===== src/rtl/sfc_pkg.sv =====
package sfc_pkg;
  typedef enum logic [1:0] {TX_IDLE, TX_LOAD, TX_SEND} tx_state_t;
  typedef enum logic [2:0] {RX_IDLE, RX_HUNT, RX_CHECK, RX_DATA, RX_STOP} rx_state_t;
endpackage


===== src/rtl/sfc_fifo.sv =====
module sfc_fifo #(
  parameter int W     = 8,
  parameter int DEPTH = 8
) (
  input  logic              clk,
  input  logic              rst,
  input  logic              wr_en,
  input  logic [W-1:0]      wr_data,
  input  logic              rd_en,
  output logic [W-1:0]      rd_data,
  output logic [$clog2(DEPTH):0] count,
  output logic              full,
  output logic              empty,
  output logic              drop
);
  localparam int AW = $clog2(DEPTH);
  localparam logic [AW:0]   ONE_C = 1;
  localparam logic [AW-1:0] ONE_P = 1;

  logic [W-1:0]  store [DEPTH];
  logic [AW-1:0] wp, rp;
  logic          rd_ok, wr_ok;

  assign empty   = (count == '0);
  assign full    = (count == (AW+1)'(DEPTH));
  assign rd_ok   = rd_en && !empty;
  assign wr_ok   = wr_en && (!full || rd_ok);
  assign drop    = wr_en && !wr_ok;
  assign rd_data = store[rp];

  always_ff @(posedge clk) begin
    if (wr_ok) store[wp] <= wr_data;
  end

  always_ff @(posedge clk) begin
    if (rst) begin
      wp    <= '0;
      rp    <= '0;
      count <= '0;
    end else begin
      if (wr_ok) wp <= wp + ONE_P;
      if (rd_ok) rp <= rp + ONE_P;
      case ({wr_ok, rd_ok})
        2'b10:   count <= count + ONE_C;
        2'b01:   count <= count - ONE_C;
        default: count <= count;
      endcase
    end
  end
endmodule


===== src/rtl/sfc_tx.sv =====
module sfc_tx
  import sfc_pkg::*;
#(
  parameter int DATA_W = 8,
  parameter int CNT_W  = 3,
  parameter int PER_W  = 16
) (
  input  logic              clk,
  input  logic              rst,
  input  logic              go,
  input  logic [CNT_W-1:0]  len,
  input  logic [PER_W-1:0]  period,
  input  logic              q_empty,
  input  logic [DATA_W-1:0] q_data,
  output logic              q_pop,
  output logic              busy,
  output logic              fin,
  output logic              txd
);
  localparam int BW = $clog2(DATA_W + 2);
  localparam logic [BW-1:0]    STOP_IDX = BW'(DATA_W);
  localparam logic [BW-1:0]    ONE_B    = 1;
  localparam logic [CNT_W:0]   ONE_L    = 1;
  localparam logic [PER_W-1:0] ONE_T    = 1;

  tx_state_t          st;
  logic [CNT_W:0]     left;
  logic [PER_W-1:0]   tick;
  logic [BW-1:0]      bits;
  logic [DATA_W-1:0]  sh;

  assign busy  = (st != TX_IDLE);
  assign q_pop = (st == TX_LOAD) && !q_empty;

  always_ff @(posedge clk) begin
    if (rst) begin
      st   <= TX_IDLE;
      txd  <= 1'b1;
      fin  <= 1'b0;
      left <= '0;
      tick <= '0;
      bits <= '0;
      sh   <= '0;
    end else begin
      fin <= 1'b0;
      case (st)
        TX_IDLE: if (go) begin
          left <= {1'b0, len} + ONE_L;
          st   <= TX_LOAD;
        end
        TX_LOAD: if (!q_empty) begin
          sh   <= q_data;
          txd  <= 1'b0;
          tick <= period - ONE_T;
          bits <= '0;
          st   <= TX_SEND;
        end
        TX_SEND: begin
          if (tick != '0) begin
            tick <= tick - ONE_T;
          end else begin
            tick <= period - ONE_T;
            if (bits < STOP_IDX) begin
              txd  <= sh[0];
              sh   <= {1'b0, sh[DATA_W-1:1]};
              bits <= bits + ONE_B;
            end else if (bits == STOP_IDX) begin
              txd  <= 1'b1;
              bits <= bits + ONE_B;
            end else if (left == ONE_L) begin
              fin <= 1'b1;
              st  <= TX_IDLE;
            end else begin
              left <= left - ONE_L;
              st   <= TX_LOAD;
            end
          end
        end
        default: st <= TX_IDLE;
      endcase
    end
  end
endmodule


===== src/rtl/sfc_rx.sv =====
module sfc_rx
  import sfc_pkg::*;
#(
  parameter int DATA_W = 8,
  parameter int CNT_W  = 3,
  parameter int PER_W  = 16
) (
  input  logic              clk,
  input  logic              rst,
  input  logic              go,
  input  logic [CNT_W-1:0]  len,
  input  logic [PER_W-1:0]  period,
  input  logic              rxd,
  output logic              push,
  output logic [DATA_W-1:0] push_data,
  output logic              busy,
  output logic              fin,
  output logic              ferr
);
  localparam int BW = $clog2(DATA_W + 2);
  localparam logic [BW-1:0]    LAST_D = BW'(DATA_W - 1);
  localparam logic [BW-1:0]    ONE_B  = 1;
  localparam logic [CNT_W:0]   ONE_L  = 1;
  localparam logic [PER_W-1:0] ONE_T  = 1;

  rx_state_t          st;
  logic               s1, s2;
  logic [CNT_W:0]     left;
  logic [PER_W-1:0]   tick;
  logic [BW-1:0]      bits;
  logic [DATA_W-1:0]  sh;

  assign busy = (st != RX_IDLE);

  always_ff @(posedge clk) begin
    if (rst) begin
      st        <= RX_IDLE;
      s1        <= 1'b1;
      s2        <= 1'b1;
      push      <= 1'b0;
      push_data <= '0;
      fin       <= 1'b0;
      ferr      <= 1'b0;
      left      <= '0;
      tick      <= '0;
      bits      <= '0;
      sh        <= '0;
    end else begin
      s1   <= rxd;
      s2   <= s1;
      push <= 1'b0;
      fin  <= 1'b0;
      ferr <= 1'b0;
      case (st)
        RX_IDLE: if (go) begin
          left <= {1'b0, len} + ONE_L;
          st   <= RX_HUNT;
        end
        RX_HUNT: if (!s2) begin
          tick <= (period >> 1) - ONE_T;
          st   <= RX_CHECK;
        end
        RX_CHECK: begin
          if (tick != '0) begin
            tick <= tick - ONE_T;
          end else if (!s2) begin
            tick <= period - ONE_T;
            bits <= '0;
            st   <= RX_DATA;
          end else begin
            st <= RX_HUNT;
          end
        end
        RX_DATA: begin
          if (tick != '0) begin
            tick <= tick - ONE_T;
          end else begin
            sh   <= {s2, sh[DATA_W-1:1]};
            tick <= period - ONE_T;
            bits <= bits + ONE_B;
            if (bits == LAST_D) st <= RX_STOP;
          end
        end
        RX_STOP: begin
          if (tick != '0) begin
            tick <= tick - ONE_T;
          end else begin
            push      <= 1'b1;
            push_data <= sh;
            ferr      <= !s2;
            if (left == ONE_L) begin
              fin <= 1'b1;
              st  <= RX_IDLE;
            end else begin
              left <= left - ONE_L;
              st   <= RX_HUNT;
            end
          end
        end
        default: st <= RX_IDLE;
      endcase
    end
  end
endmodule


===== src/rtl/fifo_serial_chan.sv =====
module fifo_serial_chan #(
  parameter int DATA_W = 8,
  parameter int DEPTH  = 8,
  parameter int PER_W  = 16,
  parameter int CNT_W  = $clog2(DEPTH)
) (
  input  logic              clk,
  input  logic              rst,
  input  logic              start,
  input  logic              mode_rx,
  input  logic [CNT_W-1:0]  xfer_len,
  input  logic [PER_W-1:0]  bit_period,
  input  logic              push_valid,
  input  logic [DATA_W-1:0] push_data,
  input  logic              pop_ready,
  output logic [DATA_W-1:0] pop_data,
  output logic [CNT_W:0]    fifo_count,
  output logic              fifo_full,
  output logic              fifo_empty,
  input  logic              ser_in,
  output logic              ser_out,
  output logic              busy,
  output logic              done,
  output logic              frame_err,
  output logic              overflow
);
  logic              tx_busy, rx_busy, tx_pop, tx_fin, rx_fin;
  logic              rx_push, rx_ferr, q_drop, q_wr, q_rd, go;
  logic [DATA_W-1:0] rx_byte, q_wdata;

  assign busy    = tx_busy || rx_busy;
  assign go      = start && !busy;
  assign q_wr    = rx_push || (push_valid && !busy);
  assign q_wdata = rx_push ? rx_byte : push_data;
  assign q_rd    = tx_pop || (pop_ready && !tx_busy);

  sfc_fifo #(.W(DATA_W), .DEPTH(DEPTH)) u_fifo (
    .clk(clk), .rst(rst),
    .wr_en(q_wr), .wr_data(q_wdata),
    .rd_en(q_rd), .rd_data(pop_data),
    .count(fifo_count), .full(fifo_full), .empty(fifo_empty),
    .drop(q_drop)
  );

  sfc_tx #(.DATA_W(DATA_W), .CNT_W(CNT_W), .PER_W(PER_W)) u_tx (
    .clk(clk), .rst(rst), .go(go && !mode_rx), .len(xfer_len),
    .period(bit_period), .q_empty(fifo_empty), .q_data(pop_data),
    .q_pop(tx_pop), .busy(tx_busy), .fin(tx_fin), .txd(ser_out)
  );

  sfc_rx #(.DATA_W(DATA_W), .CNT_W(CNT_W), .PER_W(PER_W)) u_rx (
    .clk(clk), .rst(rst), .go(go && mode_rx), .len(xfer_len),
    .period(bit_period), .rxd(ser_in), .push(rx_push),
    .push_data(rx_byte), .busy(rx_busy), .fin(rx_fin), .ferr(rx_ferr)
  );

  always_ff @(posedge clk) begin
    if (rst) begin
      done      <= 1'b0;
      frame_err <= 1'b0;
      overflow  <= 1'b0;
    end else if (go) begin
      done      <= 1'b0;
      frame_err <= 1'b0;
      overflow  <= 1'b0;
    end else begin
      if (tx_fin || rx_fin) done      <= 1'b1;
      if (rx_ferr)          frame_err <= 1'b1;
      if (q_drop)           overflow  <= 1'b1;
    end
  end
endmodule


===== config.mk =====
export PLATFORM = sky130hd
export DESIGN_NAME = fifo_serial_chan
export DESIGN_NICKNAME = d
export VERILOG_FILES = /design/src/rtl/sfc_pkg.sv /design/src/rtl/sfc_fifo.sv /design/src/rtl/sfc_tx.sv /design/src/rtl/sfc_rx.sv /design/src/rtl/fifo_serial_chan.sv
export SDC_FILE = /design/constraint.sdc
export NUM_CORES = 1
export LEC_CHECK = 0
export ABC_AREA = 1
export BUFFER_PORTS_ARGS = -buffer_cell sky130_fd_sc_hd__buf_2
export CORE_UTILIZATION = 43
export DETAILED_ROUTE_END_ITERATION = 6
export SLEW_MARGIN = 20
export SYNTH_ARGS = -nofsm -noshare
export SYNTH_HDL_FRONTEND = slang
export SYNTH_SLANG_ARGS = --single-unit

===== constraint.sdc =====
create_clock -name clk -period 5.6 [get_ports clk]
set_clock_uncertainty 0.05 [all_clocks]
set_input_delay 0.28 -clock clk [delete_from_list [all_inputs] [get_ports clk]]
set_output_delay 0.28 -clock clk [all_outputs]
set_load 0.01 [all_outputs]

# Word level (Yosys, flattened, before mapping)
# Memories as Yosys holds them, arrays and structs flattened. A register that Yosys moved wholly into a read port is not among the register bits.
# Index checks and enable logic that the tools add are counted.
[word_totals]
n_memories = 1
output_inout_bits = 19
reg_bits = 97
ramBits = 64
wordCells = 184
[mem_list]
columns = ["name", "words", "word_bits", "read_ports", "rd_clocked_by_memory_dff", "wr", "line", "text"]
rows = [
  ["u_fifo.store", 8, 8, 1, 1, 1, "sfc_fifo.sv:20", "logic [W-1:0] store [DEPTH];"],
]
[classes]
n_bitwise = 3
reduce_logical = 49
n_lt_le_gt_ge = 1
mux = 62
n_addsub = 13
eq_ne = 31
[op_table]
columns = ["operator", "count"]
rows = [
  ["$mux 16", 7],
  ["$pmux 16 s4", 1],
  ["$mux 4", 15],
  ["$sub 16x1->16 const B", 3],
  ["$pmux 4 s2", 5],
  ["$mux 8", 4],
  ["$pmux 16 s2", 1],
  ["$reduce_bool 16->1", 2],
  ["$mux 3", 8],
  ["$ne 2x2->1 const B", 11],
  ["$reduce_and 4->1", 5],
  ["$pmux 8 s2", 1],
  ["$sub 15x1->16 const B", 1],
  ["$pmux 3 s5", 1],
  ["$add 4x1->4 const B", 3],
  ["$mux 2", 6],
  ["$reduce_and 6->1", 2],
  ["$reduce_bool 2->1", 6],
  ["$sub 4x1->4 const B", 3],
  ["$mux 1", 11],
  ["$ne 2x1->1 const B", 5],
  ["$logic_and 1x1->1", 9],
  ["$eq 4x1->1 const B", 2],
  ["$eq 4x4->1 const B", 2],
  ["other kinds (26)", 45],
]

# Depth between registers and ports, before layout
# Gate-level depths: netlist (run 1).
[depth]
depth_word = 9
mapped_depth = 14
depth_no_buf = 14

# By module
# Synthesis (run 1) repeated with hierarchy kept, for this count alone.
[unflattened]
hier_cells = 1320
hier_area_um2 = 9610.5
[by_module_without_submodules]
columns = ["module", "seq_area_each_um2", "area_each_um2", "cells_per_inst", "instances"]
rows = [
  ["sfc_rx", 960.9, 3595.9, 613, 1],
  ["sfc_fifo", 2182.1, 3215.6, 260, 1],
  ["sfc_tx", 720.7, 2553.7, 400, 1],
  ["fifo_serial_chan", 60.1, 245.2, 47, 1],
]

# Worst setup path before layout (run 1)
# Ideal clock, no wire load.
[synth_timing]
path_type = "reg2reg"
startpoint = "register u_fifo.count[0]"
endpoint = "register u_fifo.count[3]"
synth_period_minus_slack_ps = 2113
required_ps = 5435
stages_incl_launch_ff = 14
path_buffers = 0
t_arrival_ps = 1948
setup_slack_ps = 3487
cell_sequence = "dfxtp_1 -> inv_1 -> nand2_1 -> nor2_1 -> a21oi_4 -> nand3_4 -> inv_1 -> ha_1 -> a21oi_1 -> nand2_1 -> nand3_1 -> nand2_1 -> a21oi_1 -> nor2_1"
[synth_between]
elab_chain_len = 9
[synth_rtl]
columns = ["element", "line", "text"]
rows = [
  ["start: declaration", "sfc_fifo.sv:11", "output logic [$clog2(DEPTH):0] count,"],
  ["start signal: assignment", "sfc_fifo.sv:44", "2'b10: count <= count + ONE_C;"],
  ["start signal: assignment", "sfc_fifo.sv:45", "2'b01: count <= count - ONE_C;"],
  ["start signal: assignment", "sfc_fifo.sv:46", "default: count <= count;"],
  ["$logic_not 4->1 (*)", "sfc_fifo.sv:24", "assign empty = (count == '0);"],
  ["named net fifo_empty", "fifo_serial_chan.sv:19", "output logic fifo_empty,"],
  ["$logic_not 1->1 (*)", "sfc_fifo.sv:26, sfc_tx.sv:33", ""],
  ["$logic_and 1x1->1", "sfc_tx.sv:33", "assign q_pop = (st == TX_LOAD) && !q_empty;"],
  ["$logic_or 1x1->1", "fifo_serial_chan.sv:35", "assign q_rd = tx_pop || (pop_ready && !tx_busy);"],
  ["$logic_and 1x1->1 (*)", "sfc_fifo.sv:26", "assign rd_ok = rd_en && !empty;"],
  ["$logic_or 1x1->1", "sfc_fifo.sv:27", "assign wr_ok = wr_en && (!full || rd_ok);"],
  ["$logic_and 1x1->1", "sfc_fifo.sv:27", ""],
  ["$eq 2x1->1 / $eq 2x2->1 (equally long branches)", "sfc_fifo.sv:43", "case ({wr_ok, rd_ok})"],
  ["$pmux 4 s2 / $reduce_bool 2->1 (equally long branches)", "n/a", ""],
]
# Mark *: on every way through the listed nets, which the timed path passes. The rest lies on a longest branch.
# A chain may end at the register's enable or synchronous reset.

==> results.sh, run 1 <==
export IMPL_h_tree_depth=4
export IMPL_area_growth_pct=11.24
export IMPL_totalWireLength_microns=23350
export IMPL_grt_max_degree=44
export IMPL_io_buffers=52
export IMPL_vias=7957
export IMPL_final_common_cell="nor2_1"
export IMPL_cp_arrival_ns=2.63
export IMPL_async_reset_ff_share_pct=0
export IMPL_cp_end_kind="output port"
export IMPL_antenna_found_initial=0
export IMPL_die_y_microns=146.6
export IMPL_clk_latency_ns=0.43
export IMPL_critPathLaunchType="register"
export IMPL_io_pins=53
export IMPL_place_hpwl_microns=17240
export IMPL_gr_total_overflow=0
export IMPL_cp_required_ns=5.27
export IMPL_syn_area_per_cell_sq_um=7.378
export IMPL_layout_drive_gt1_share_pct=11.56
export IMPL_die_w_microns=146.6
export IMPL_ys_seq_area_share_pct=43.66
export IMPL_antennaDiodeCount=0
export IMPL_worst_setup_path_type="reg2out"
export IMPL_leakage_nw=4.277
export IMPL_hp_class="in2reg"
export IMPL_ys_flop_type="dfxtp_1"
export IMPL_avgRoutedWirePerCell_microns=15.14
export IMPL_yosys_register_bits=164
export IMPL_utilization_pct=49.08
export IMPL_synthDistinctLibCells=49
export IMPL_rsz0062_at_grt="false"
export IMPL_grt_pass1_vias=7119
export IMPL_setup_violations_final=0
export IMPL_maxCapViolCount=0
export IMPL_ys_warn_count=0
export IMPL_coreArea_sq_um=20360
export IMPL_tightest_slew_ns=1.105
export IMPL_dieArea_sq_um=21480
export IMPL_drc=0
export IMPL_cts_buffers=17
export IMPL_drtPass1Iterations=5
export IMPL_via_per_inst=5.160
export IMPL_power_total_mw=5.469
export IMPL_p_per_area_nw_per_um2=547.1
export IMPL_synth_cells=1218
export IMPL_drt_iter0_markers=667
export IMPL_synth_fp_nets=1271
export IMPL_fmax_mhz=337.5
export IMPL_clock_sinks=164
export IMPL_finalCritPeriodShare_pct=52.91
export IMPL_nets=1312
export IMPL_place_area_sq_um=9413
export IMPL_grt_use_total_pct=22.26
export IMPL_final_cell_mix="nor2_1, nand2_1, o21ai_0, inv_1, dfxtp_1"
export IMPL_synth_edf_count=64
export IMPL_vdd_drop_max_v=0.0002449
export IMPL_start_util_pct=44.13
export IMPL_gp_congestion=0.8811
export IMPL_setup_tns_ns=0
export IMPL_crit_fanout=33
export IMPL_drtAntennaViolNets=0
export IMPL_finalMaxSlewViolations=0
export IMPL_rows=52
export IMPL_post_route_min_period_ns=2.963
export IMPL_fin_area_sq_um=9996
export IMPL_status="finished clean"
export IMPL_dp_slack_ns=2.552
export IMPL_clk_pin_slew_ns=0.07
export IMPL_hold_viol=0
export IMPL_clk_path_buf_depth=2
export IMPL_cts_root_buf="clkbuf_16"
export IMPL_worst_slack_ns=2.637
export IMPL_relSlewSlack_pct=25.53
export IMPL_cts_tree="yes"
export IMPL_ctsResizeCount=0
export IMPL_grt_pass1_wl_microns=37580
export IMPL_synth_area_sq_um=8986
==> stage by stage <==
step,hold slack (ns),std cells
floorplan,0.3338,1218
detailed placement,0.3483,1509
finish,0.2156,1542
global placement,0.3417,1509
global route,0.1981,1542
CTS,0.1903,1542
==> synth_stat cells (2+ instances only) <==
cell | instances | area share (%)
nand2_1 | 243 | 10
nand3_1 | 81 | 4.5
a31oi_1 | 6 | 0.42
nand2_2 | 11 | 0.77
nor2_2 | 11 | 0.77
o211ai_1 | 14 | 1.2
xnor2_1 | 6 | 0.58
nand2_4 | 5 | 0.63
clkbuf_1 | 17 | 0.71
a21oi_2 | 3 | 0.29
xor2_1 | 22 | 2.1
and2_1 | 7 | 0.49
nor2_1 | 248 | 10
buf_2 | 5 | 0.28
o21a_1 | 2 | 0.17
inv_2 | 14 | 0.58
o22ai_1 | 4 | 0.28
buf_6 | 5 | 0.63
or2_2 | 3 | 0.21
buf_4 | 4 | 0.33
edfxtp_1 | 64 | 21
a21oi_1 | 55 | 3.1
nor2_4 | 4 | 0.50
o21ai_1 | 2 | 0.11
ha_1 | 18 | 2.5
inv_1 | 103 | 4.3
o21ai_0 | 114 | 6.3
nand3_2 | 3 | 0.33
dfxtp_1 | 100 | 22
nand3b_1 | 2 | 0.17
nand4_1 | 5 | 0.35
nor3_1 | 17 | 0.95
clkinv_1 | 3 | 0.13
nand3_4 | 2 | 0.39
==> registers in the layout, summed over array words and instances, names as in the netlist, 2 cells and up, named ones only <==
name,cells
u_rx.left,4
u_fifo.rp,3
u_fifo.store,64
u_fifo.count,4
u_fifo.wp,3
u_tx.sh,8
u_tx.st,2
u_tx.left,4
u_rx.sh,8
u_rx.st,3
u_rx.bits,4
u_rx.push_data,8
u_tx.tick,16
u_rx.tick,16
u_tx.bits,4
==> metal layers <==
layer	global-route usage [%]	part of all wire, %	routed length (microns)	vias up
met5	0	0	0	-
met4	5.625	1.0	237	0
met3	3.750	6.2	1447	18
met2	32.83	43	9969	244
met1	33.45	50	11690	3629
li1	-	-	-	4066
==> timing repair <==
item                                   in CTS  in global routing
buffers inserted                            0                  0
hold buffers                                1                  0
endpoints found under the hold margin       1                  0
==> final timing paths <==
| kind | end | cells after the start | startpoint | slack, ns |
|---|---|---|---|---|
| worst max-delay path | pop_data[1] | 5 | register | 2.64 |
| worst min-delay path | done$_SDFFE_PP0P_ | 4 | start | 0.22 |
| worst max register to register | u_fifo.count[3]$_SDFFE_PP0P_ | 12 | u_tx.st[0]$_SDFFE_PP0P_ | 3.09 |
| worst min register to register | u_rx.s2$_SDFF_PP1_ | 1 | u_rx.s1$_SDFF_PP1_ | 0.36 |
==> where the power goes <==
part / internal [mW] / total [mW] / switching [mW] / leakage [nW]
clock: 0.623 / 1.14 / 0.519 / 0.271
sequential: 1.47 / 1.71 / 0.236 / 1.40
combinational: 0.857 / 2.62 / 1.76 / 2.61
==> worst max-delay path, cell delays in order (launching register included) <==
cell     delay, ns
dfxtp_2       0.72
inv_1         0.59
o21ai_0       0.41
nand3_1       0.14
and2_1        0.19
buf_2         0.14
==> kinds of logic (layout without fill, tap and decap cells) <==
kind of cell	after synthesis	count (layout)	synth area share [%]
compound gates	206	206	12.50
xor+xnor	28	28	2.729
fa+ha+maj	19	19	2.729
buf+inv	153	207	7.073
flops	164	164	43.66
simple gates	648	648	31.30
==> cell type report <==
class	instances	area, sq um
clock buffers	17	425.4
clock inverters	15	146.4
fillers	2041	10370
inverters	121	456.7
multi-input cells	901	4427
flip-flops and latches	164	3925
well taps	270	337.8
repair buffers	54	277.8
No activity file was read; power rests on OpenSTA's default activity.
==> inputs of run 2 (changes only) <==
ABC_AREA = 0   (was 1)
clock period = 2.5 ns   (was 5.6 ns; I/O delays follow)
==> results.sh, run 2 <==
export IMPL_gr_total_overflow=0
export IMPL_synth_simple_area_share_pct=19.28
export IMPL_synth_top_family_by_area="simple AND/OR/NAND/NOR gates"
export IMPL_synth_fp_nets=879
export IMPL_hp_class="in2reg"
export IMPL_synthAdderAreaFrac_pct=3.119
export IMPL_dp_slack_ns=0.1083
export IMPL_gp_congestion=0.9062
export IMPL_crit_fanout=6
export IMPL_final_cell_mix="dfxtp_1, nand2_1, buf_4, nor2_1, edfxtp_1"
export IMPL_yosys_register_bits=164
export IMPL_clkPwrFrac_pct=33.3
export IMPL_io_pins=53
export IMPL_largest_register_ffs=64
export IMPL_crit_chain="or4_1, nor4_4, a31oi_1, or2_1, a211o_1, a21oi_2"
export IMPL_totalWireLength_microns=21140
export IMPL_grt_use_total_pct=22.43
export IMPL_cp_end_kind="register"
export IMPL_cts_root_buf="clkbuf_16"
export IMPL_ys_warn_count=0
export IMPL_coreArea_sq_um=18710
export IMPL_finalCritPeriodShare_pct=95.20
export IMPL_synth_xor_area_share_pct=3.853
export IMPL_rsz0062_at_grt="false"
export IMPL_synth_compound_area_share_pct=14.02
export IMPL_die_y_microns=140.0
export IMPL_maxCapViolCount=0
export IMPL_start_util_pct=43.75
export IMPL_synth_area_mux_share_pct=8.561
export IMPL_pwr_share_seq_pct=38.8
export IMPL_layout_drive_gt1_share_pct=22.78
export IMPL_synth_top_area_share_pct=24.46
export IMPL_cp_arrival_ns=2.70
export IMPL_nFillCells=1709
export IMPL_ys_flop_type="dfxtp_1"
export IMPL_grt_pass1_wl_microns=34350
export IMPL_avgRoutedWirePerCell_microns=17.93
export IMPL_power_total_mw=8.036
export IMPL_status="finished clean"
export IMPL_reg2reg_slack_ns=0.12
export IMPL_async_reset_ff_share_pct=0
export IMPL_clk_latency_ns=0.43
export IMPL_post_route_min_period_ns=2.380
export IMPL_yosys_area_top_type="dfxtp_1"
export IMPL_synth_cells=826
export IMPL_crit_slowest_cell="or4_1"
export IMPL_regMostFlops="u_fifo.store"
export IMPL_final_common_cell="dfxtp_1"
export IMPL_antenna_found_initial=2
export IMPL_finalMaxSlewViolations=0
export IMPL_rows=50
export IMPL_vias=6687
export IMPL_cp_num_buf_inv=0
export IMPL_post_cts_buffers=0
export IMPL_ys_seq_area_share_pct=47.94
export IMPL_cts_buffers=17
export IMPL_place_hpwl_microns=15220
export IMPL_grt_max_degree=29
export IMPL_p_sw_mw=2.708
export IMPL_io_buffers=52
export IMPL_path_delay_family="simple AND/OR/NAND/NOR gates"
export IMPL_worst_slack_ns=0.1201
export IMPL_h_tree_depth=4
export IMPL_syn_area_per_cell_sq_um=9.908
export IMPL_yosys_top_cells_count="dfxtp_1, nand2_1, nor2_1"
export IMPL_clk_pin_slew_ns=0.08
export IMPL_utilization_pct=52.50
export IMPL_worst_setup_path_type="reg2reg"
export IMPL_drtPass1Iterations=5
export IMPL_hold_viol=0
export IMPL_leakage_nw=3.669
export IMPL_setup_violations_final=0
export IMPL_via_per_inst=5.672
export IMPL_clock_sinks=164
export IMPL_final_cell_count_no_fill=1179
export IMPL_p_int_mw=5.328
export IMPL_cts_tree="yes"
export IMPL_synthDistinctLibCells=71
export IMPL_drtAntennaViolNets=0
export IMPL_area_growth_pct=20.00
export IMPL_fmax_mhz=420.2
export IMPL_nets=984
export IMPL_slowest_delay_ns=0.67
export IMPL_relSlewSlack_pct=62.32
export IMPL_tightest_slew_ns=0.5626
export IMPL_die_w_microns=140.0
export IMPL_synth_edf_count=64
export IMPL_cp_required_ns=2.82
export IMPL_synth_most_common_cell="dfxtp_1"
export IMPL_synth_area_leaders="dfxtp_1, edfxtp_1, mux4_2, a21oi_1, nand2_1"
export IMPL_drc=0
export IMPL_dieArea_sq_um=19590
export IMPL_largestRegisters="u_fifo.store: 64 flops, u_rx.tick: 16 flops, u_tx.tick: 16 flops"
export IMPL_synth_area_sq_um=8184
export IMPL_critPathLaunchType="register"
export IMPL_drt_iter0_markers=482
export IMPL_combPwrFrac_pct=27.9
export IMPL_switching_share_pct=33.69
export IMPL_p_per_area_nw_per_um2=818.2
export IMPL_vdd_drop_max_v=0.0004920
export IMPL_setup_tns_ns=0
export IMPL_dp_cells=1143
export IMPL_clk_path_buf_depth=2
export IMPL_grt_pass1_vias=6317
run 2: cell count changes after synthesis, sizes merged, moves of 13 or more:
cell,previous run,this run
nor2,264,68
nand2,259,76
inv,118,20
o21ai,116,50
nand3,86,30
clkbuf,17,38
nor3,19,37
mux2,0,16
mux2i,0,16
mux4,0,16
nor4,1,16
nor3b,1,14
run 2: layer usage:
metal	part of all wire, %	global-route usage, %	vias to the layer above
li1	-	-	3284
met1	49	31.65	3220
met2	46	34.95	166
met3	4.0	3.692	17
met4	1.5	7.577	0
met5	0	0	-
run 2: kinds of logic after synthesis:
logic type,after synthesis
buf+inv,65
compound gates,186
fa+ha+maj,20
mux,48
flops,164
xor+xnor,36
simple gates,307
run 2: final timing paths:
path                            cells past startpoint                        from                        end
worst min register to register                      1          u_rx.s1$_SDFF_PP1_         u_rx.s2$_SDFF_PP1_
worst min-delay path                                3                 xfer_len[0]  u_tx.left[0]$_SDFFE_PP0P_
worst max register to register                      6  u_rx.tick[12]$_SDFFE_PP0P_  u_rx.left[1]$_SDFFE_PP0P_
worst max-delay path                                6  u_rx.tick[12]$_SDFFE_PP0P_  u_rx.left[1]$_SDFFE_PP0P_
run 2: power by group through the flow:
stage | combinational, mW | sequential [mW] | clock [mW]
after floorplan | 1.46 | 3.15 | 0
after global placement | 2.19 | 3.17 | 0
after detailed placement | 2.20 | 3.17 | 0
after CTS | 2.22 | 3.11 | 2.71
after global routing | 2.48 | 3.15 | 2.83
final | 2.24 | 3.12 | 2.68
run 2: worst reg2reg max path, cell delays in order (launching register included):
cell	delay [ns]
dfxtp_1	0.36
or4_1	0.67
nor4_4	0.35
a31oi_1	0.15
or2_1	0.31
a211o_1	0.31
a21oi_2	0.12
run 2: per-stage QoR:
stage                     instance area [sq um]  hold slack [ns]
after detailed placement                   9149           0.2595
after CTS                                  9791          0.02158
final                                      9821          0.04379
after global routing                       9821          0.04144
after floorplan                            8205           0.1788
after global placement                     9149           0.2582
run 2: final cells by class:
class	count	area, sq um	share of cell area, %
Antenna cell	1	2.502	0.02548
Clock buffer	17	425.4	4.332
Clock inverter	15	186.4	1.898
Inverter	21	78.83	0.8026
Multi-Input combinational cell	597	4045	41.19
Sequential cell	164	3924	39.95
Tap cell	234	292.8	2.981
Timing Repair Buffer	130	865.8	8.816
run 2: what timing repair did:
action,CTS,global route
hold buffers,3,0
setup endpoints to repair,0,33
endpoints found under the hold margin,2,0
resized for setup,0,5
